`config.mk`:
```
export PLATFORM = sky130hd
export DESIGN_NAME = gkr_ctrl
export DESIGN_NICKNAME = d
export VERILOG_FILES = /design/src/rtl/gkr_pkg.sv /design/src/rtl/gkr_access_counter.sv /design/src/rtl/gkr_set_pointer.sv /design/src/rtl/gkr_key_store.sv /design/src/rtl/gkr_ctrl.sv
export SDC_FILE = /design/constraint.sdc
export NUM_CORES = 1
export LEC_CHECK = 0
export BUFFER_PORTS_ARGS = -buffer_cell sky130_fd_sc_hd__buf_4
export CAP_MARGIN = 20
export CORE_ASPECT_RATIO = 0.75
export CORE_MARGIN = 2
export CORE_UTILIZATION = 50
export CTS_CLUSTER_SIZE = 12
export DETAILED_ROUTE_END_ITERATION = 8
export HOLD_SLACK_MARGIN = 0.06
export PLACE_DENSITY_LB_ADDON = 0.08
export REMOVE_ABC_BUFFERS = 1
export SLEW_MARGIN = 20
export SYNTH_ARGS = -nofsm -noshare
export SYNTH_HDL_FRONTEND = slang
export SYNTH_SLANG_ARGS = --single-unit
```
`constraint.sdc`:
```
create_clock -name clk -period 3.05 [get_ports clk]
set_clock_uncertainty 0.1 [all_clocks]
set_input_delay 0.305 -clock clk [delete_from_list [all_inputs] [get_ports clk]]
set_output_delay 0.305 -clock clk [all_outputs]
set_load 0.02 [all_outputs]
```
`src/rtl/gkr_pkg.sv`:
```
package gkr_pkg;
  // Events shared between the pointer and the key store in one cycle
  typedef struct packed {
    logic accept;  // pending request completed this cycle
    logic wrap;    // completion of the last set: epoch ends
  } gkr_evt_t;
endpackage

```
`src/rtl/gkr_access_counter.sv`:
```
module gkr_access_counter #(
  parameter int CNT_W = 16,
  parameter int RATE  = 1600
) (
  input  logic clk,
  input  logic rst_n,
  input  logic acc_valid,
  input  logic req_pending,
  output logic issue
);
  localparam logic [CNT_W-1:0] LIMIT = CNT_W'(RATE);

  logic [CNT_W-1:0] cnt_q;
  logic [CNT_W-1:0] cnt_inc;

  // counting stops at the threshold while a request is outstanding
  always_comb begin
    cnt_inc = cnt_q;
    if (acc_valid && (cnt_q < LIMIT)) cnt_inc = cnt_q + 1'b1;
  end

  assign issue = !req_pending && (cnt_inc == LIMIT);

  always_ff @(posedge clk) begin
    if (!rst_n)     cnt_q <= '0;
    else if (issue) cnt_q <= '0;
    else            cnt_q <= cnt_inc;
  end
endmodule

```
`src/rtl/gkr_set_pointer.sv`:
```
module gkr_set_pointer
  import gkr_pkg::*;
#(
  parameter int SET_W = 10
) (
  input  logic             clk,
  input  logic             rst_n,
  input  logic             issue,
  input  logic             done_in,
  output logic             req,
  output logic [SET_W-1:0] ptr,
  output gkr_evt_t         evt
);
  assign evt.accept = req && done_in;
  assign evt.wrap   = evt.accept && (ptr == {SET_W{1'b1}});

  always_ff @(posedge clk) begin
    if (!rst_n) begin
      req <= 1'b0;
      ptr <= '0;
    end else if (evt.accept) begin
      req <= 1'b0;
      ptr <= ptr + 1'b1;  // natural wrap to zero past the last set
    end else if (issue) begin
      req <= 1'b1;
    end
  end
endmodule

```
`src/rtl/gkr_key_store.sv`:
```
module gkr_key_store
  import gkr_pkg::*;
#(
  parameter int             KEY_W = 40,
  parameter logic [KEY_W-1:0] KEY0  = 40'h5A3C_96E1_07,
  parameter logic [KEY_W-1:0] KEY1  = 40'hC3_1F_2B_8D_44,
  parameter logic [KEY_W-1:0] SEED  = 40'h00_0000_0001,
  parameter logic [KEY_W-1:0] TAPS  = 40'hA0_0014_0000
) (
  input  logic             clk,
  input  logic             rst_n,
  input  gkr_evt_t         evt,
  input  logic             load_valid,
  output logic             load_ready,
  input  logic [KEY_W-1:0] load_data,
  output logic [KEY_W-1:0] cur,
  output logic [KEY_W-1:0] nxt,
  output logic             sense
);
  logic [KEY_W-1:0] lfsr_q;
  logic [KEY_W-1:0] lfsr_step;

  assign lfsr_step  = {lfsr_q[KEY_W-2:0], 1'b0} ^ (lfsr_q[KEY_W-1] ? TAPS : '0);
  assign load_ready = !evt.wrap;

  always_ff @(posedge clk) begin
    if (!rst_n) begin
      cur    <= KEY0;
      nxt    <= KEY1;
      lfsr_q <= SEED;
      sense  <= 1'b0;
    end else if (evt.wrap) begin
      cur    <= nxt;
      nxt    <= lfsr_q;
      lfsr_q <= lfsr_step;
      sense  <= ~sense;
    end else if (load_valid) begin
      lfsr_q <= load_data;
    end
  end
endmodule

```
`src/rtl/gkr_ctrl.sv`:
```
module gkr_ctrl
  import gkr_pkg::*;
#(
  parameter int               SETS         = 1024,
  parameter int               WAYS         = 16,
  parameter int               ACCESS_MULT  = 100,
  parameter int               CNT_W        = 16,
  parameter int               KEY_W        = 40,
  parameter logic [KEY_W-1:0] KEY0         = 40'h5A3C_96E1_07,
  parameter logic [KEY_W-1:0] KEY1         = 40'hC3_1F_2B_8D_44,
  parameter logic [KEY_W-1:0] SEED         = 40'h00_0000_0001,
  parameter logic [KEY_W-1:0] TAPS         = 40'hA0_0014_0000,
  localparam int              SET_W        = $clog2(SETS)
) (
  input  logic             clk,
  input  logic             rst_n,
  input  logic             acc_valid,
  input  logic [SET_W-1:0] acc_set,
  output logic             use_next,
  output logic             fill_key_bit,
  output logic             remap_req,
  output logic [SET_W-1:0] remap_set,
  input  logic             remap_done,
  input  logic             key_in_valid,
  output logic             key_in_ready,
  input  logic [KEY_W-1:0] key_in_data,
  output logic [KEY_W-1:0] cur_key,
  output logic [KEY_W-1:0] nxt_key,
  output logic             key_sense
);
  localparam int RATE = WAYS * ACCESS_MULT;

  logic     issue;
  gkr_evt_t evt;

  gkr_access_counter #(.CNT_W(CNT_W), .RATE(RATE)) u_cnt (
    .clk(clk), .rst_n(rst_n), .acc_valid(acc_valid),
    .req_pending(remap_req), .issue(issue)
  );

  gkr_set_pointer #(.SET_W(SET_W)) u_ptr (
    .clk(clk), .rst_n(rst_n), .issue(issue), .done_in(remap_done),
    .req(remap_req), .ptr(remap_set), .evt(evt)
  );

  gkr_key_store #(
    .KEY_W(KEY_W), .KEY0(KEY0), .KEY1(KEY1), .SEED(SEED), .TAPS(TAPS)
  ) u_keys (
    .clk(clk), .rst_n(rst_n), .evt(evt),
    .load_valid(key_in_valid && key_in_ready), .load_ready(key_in_ready),
    .load_data(key_in_data), .cur(cur_key), .nxt(nxt_key), .sense(key_sense)
  );

  // sets below the pointer have already moved under the next key
  assign use_next     = acc_set < remap_set;
  assign fill_key_bit = key_sense ^ use_next;
endmodule

```
==> run summary <==
Pre-Repair DR Iteration Count: 4
Slew @ Worst Pin: 0.683 ns
Main area contributors after synthesis: dfxtp_1 48%, nand2_1 12%, mux2i_1 3.9%
Startpoint types: register
Fmax: 0.366 GHz
H-tree lvl count: 4
Layout cells sized above 1: 0.251
Largest net degree at the start of global routing: 105
Most common cell in the netlist: nand2_1
Hold path depth: 3
Hold Path Class: primary input to register
Finished Cell Area: 0.00804 mm^2
Top cells by count, synth: 195 x nand2_1, 148 x dfxtp_1, 48 x nand3_1
Worst-case clock buffer depth: 2
Top-area cell type share of the netlist area: 0.480
Hold WS: 0.113 ns
DRC Markers: 0
Area Growth Syn to Fin: 30.1%
Min Tclk post-route: 2.73 ns
Maximum VDD drop: 470 uV
Routability cong.: 0.793
Status: finished clean
Drt total wl: 14000 um
Post-Syn Area per Cell: 8.79 um^2
Crit. End Element: register
# fillers: 1020
Grt total ovfl: 0
Syn Std Cell Area: 0.00618 mm^2
Clock-pin slew on the worst setup and hold paths: 0.06 ns
Setup TNS: 0 ns
Worst-path maximum fanout: 14
Antenna violations before repair: 0
Critical path arrival: 2.94 ns
P_leak: 3.50 nW
Pwr/cell area: 538 mW/mm^2
Area leader, netlist: dfxtp_1
Worst reg-to-reg path cell count: 6
FP Rows: 35
Drt wl/cell: 13.9 um
Seq cells post-synth: 148
DP HPWL: 9250 um
Max Cap Violations: 0
Clock Sinks: 148
CTS tree: yes
Die Y: 100 um
I/O pin cnt: 150
Dpl cell area: 0.00743 mm^2
Initial DRC Count: 331
Placeable Area: 0.0122 mm^2
Post-CTS Hold Fix Bufs: 0
Die W: 132 um
Placed insts: 980
Total CTS buffers: 17
Slew Limit Headroom: 0.545
Gate Count Post-Synth: 703
Max Slew Vio Count: 0
Antenna cells: 0
Critical Path RT: 3.26 ns
Ys async rst share: 0
Hold Path Origin: key_in_data[0]
# nets final: 899
ANT nets after route: 0
Worst r2r dst: u_cnt.cnt_q[9]$_SDFF_PP0_
Final setup margin: 0.321 ns
First-pass GRT wire length: 22700 um
Post-synth EDFFs: 0
Fin crit share: 0.895
Sequential fraction of the synthesis area: 0.480
Reg area: 0.00296 mm^2
Top FF cell, synth: dfxtp_1
Via density: 5.10
Pre-CTS WS: 0.367 ns
I/O Buffers: 149
Critical path class: register to register
Clock root buffer: clkbuf_16
YS warnings: 0
Area occupied by multi-input gates: 0.00300 mm^2
Final cell count without fillers: 1010
Die footprint: 0.0133 mm^2
Via count: 5152
Initial Utilization: 0.508
Flop2flop setup slack: 0.32 ns
Sink of the worst hold path: u_keys.lfsr_q[0]$_SDFFE_PN1P_
RSZ-0062 raised after global routing: no
Synth unique cells: 51
Final Hold Vio Count: 0
Insertion delay to the later sink of the worst-skew pair: 0.41 ns
Tot GR Track Use: 0.210
Critical R2R Launch: u_cnt.cnt_q[8]$_SDFF_PP0_
# setup viols final: 0
Vias in the first global route: 4746
## flip-flops by register name, indices dropped and copies added, names as in the netlist
name / flops
u_ptr.req: 1
u_keys.cur: 40
u_keys.nxt: 40
u_cnt.cnt_q: 16
u_ptr.ptr: 10
u_keys.lfsr_q: 40
u_keys.sense: 1
## what timing repair did
action	in CTS	in global routing
gates resized for setup	0	2
buffers inserted	0	0
setup endpoints to repair	0	1
## through the flow
step,utilization,power [mW]
floorplan,-,2.14
global placement,0.610,2.25
detailed placement,0.610,2.26
CTS,0.660,4.37
global route,0.660,4.47
finish,0.660,4.33
## worst max-delay path by stage
stage	from	to	cells past startpoint
floorplan	u_ptr.ptr[0]$_SDFFE_PN0P_	u_keys.lfsr_q[39]$_SDFFE_PN0P_	8
global placement	u_cnt.cnt_q[8]$_SDFF_PP0_	u_cnt.cnt_q[9]$_SDFF_PP0_	6
detailed placement	u_cnt.cnt_q[8]$_SDFF_PP0_	u_cnt.cnt_q[9]$_SDFF_PP0_	6
CTS	u_ptr.ptr[0]$_SDFFE_PN0P_	key_in_ready	6
global route	u_ptr.ptr[9]$_SDFFE_PN0P_	fill_key_bit	7
finish	u_cnt.cnt_q[8]$_SDFF_PP0_	u_cnt.cnt_q[9]$_SDFF_PP0_	6
## layout by cell type (no fill, tap or decap), types with 4 or more instances in the layout
cell       netlist  routed
mux2i_1         24      24
and3_1           6       5
o21ai_0         25      25
a21boi_0        28      28
buf_4            0     152
xnor2_1         19      19
a21boi_1        32      32
inv_1           11      11
nand2_1        195     195
nor2_1           8       8
nand3_1         48      48
ha_1            11      11
and2_1          38      38
dfxtp_1        148     148
buf_12           0       4
clkbuf_16        0      17
mux2_2          15      15
## critical path: stages, from the launching register on
cell	delay [ns]
dfxtp_1	0.36
o311ai_4	0.40
nand4b_2	0.39
nor4_1	0.53
o22ai_1	0.21
o41ai_4	0.42
o21ba_1	0.21
## routing by layer
layer,share of wire,vias up,GRT usage
li1,-,2614,-
met2,0.45,137,0.330
met1,0.46,2382,0.274
met5,0,-,0
met4,0.014,0,0.0827
met3,0.069,19,0.0626
## where the power goes
part | switching, mW | leakage [nW] | internal (mW) | total [mW]
Combinational | 0.0975 | 2.00 | 0.130 | 0.228
Sequential | 0.0212 | 1.20 | 1.97 | 1.99
Clock | 0.771 | 0.291 | 1.34 | 2.11
Total | 0.890 | 3.50 | 3.44 | 4.33
## kinds of logic (layout without fill, tap and decap cells)
kind of cell	count (synthesis)	count (layout)	synth area share
mux	39	39	0.0662
xor+xnor	21	21	0.0298
buf+inv	58	199	0.0373
flops	148	148	0.480
fa+ha+maj	11	11	0.0223
compound gates	108	108	0.129
simple gates	318	318	0.236
## cell type report
class                   instances  share of cell area
multi-input cells             497               0.373
flip-flops and latches        148               0.369
clock buffers                  21              0.0585
inverters                      13             0.00638
repair buffers                156               0.152
well taps                     166              0.0258
clock inverters                 9              0.0160
Note: power is estimated with default switching activity, not from simulation.
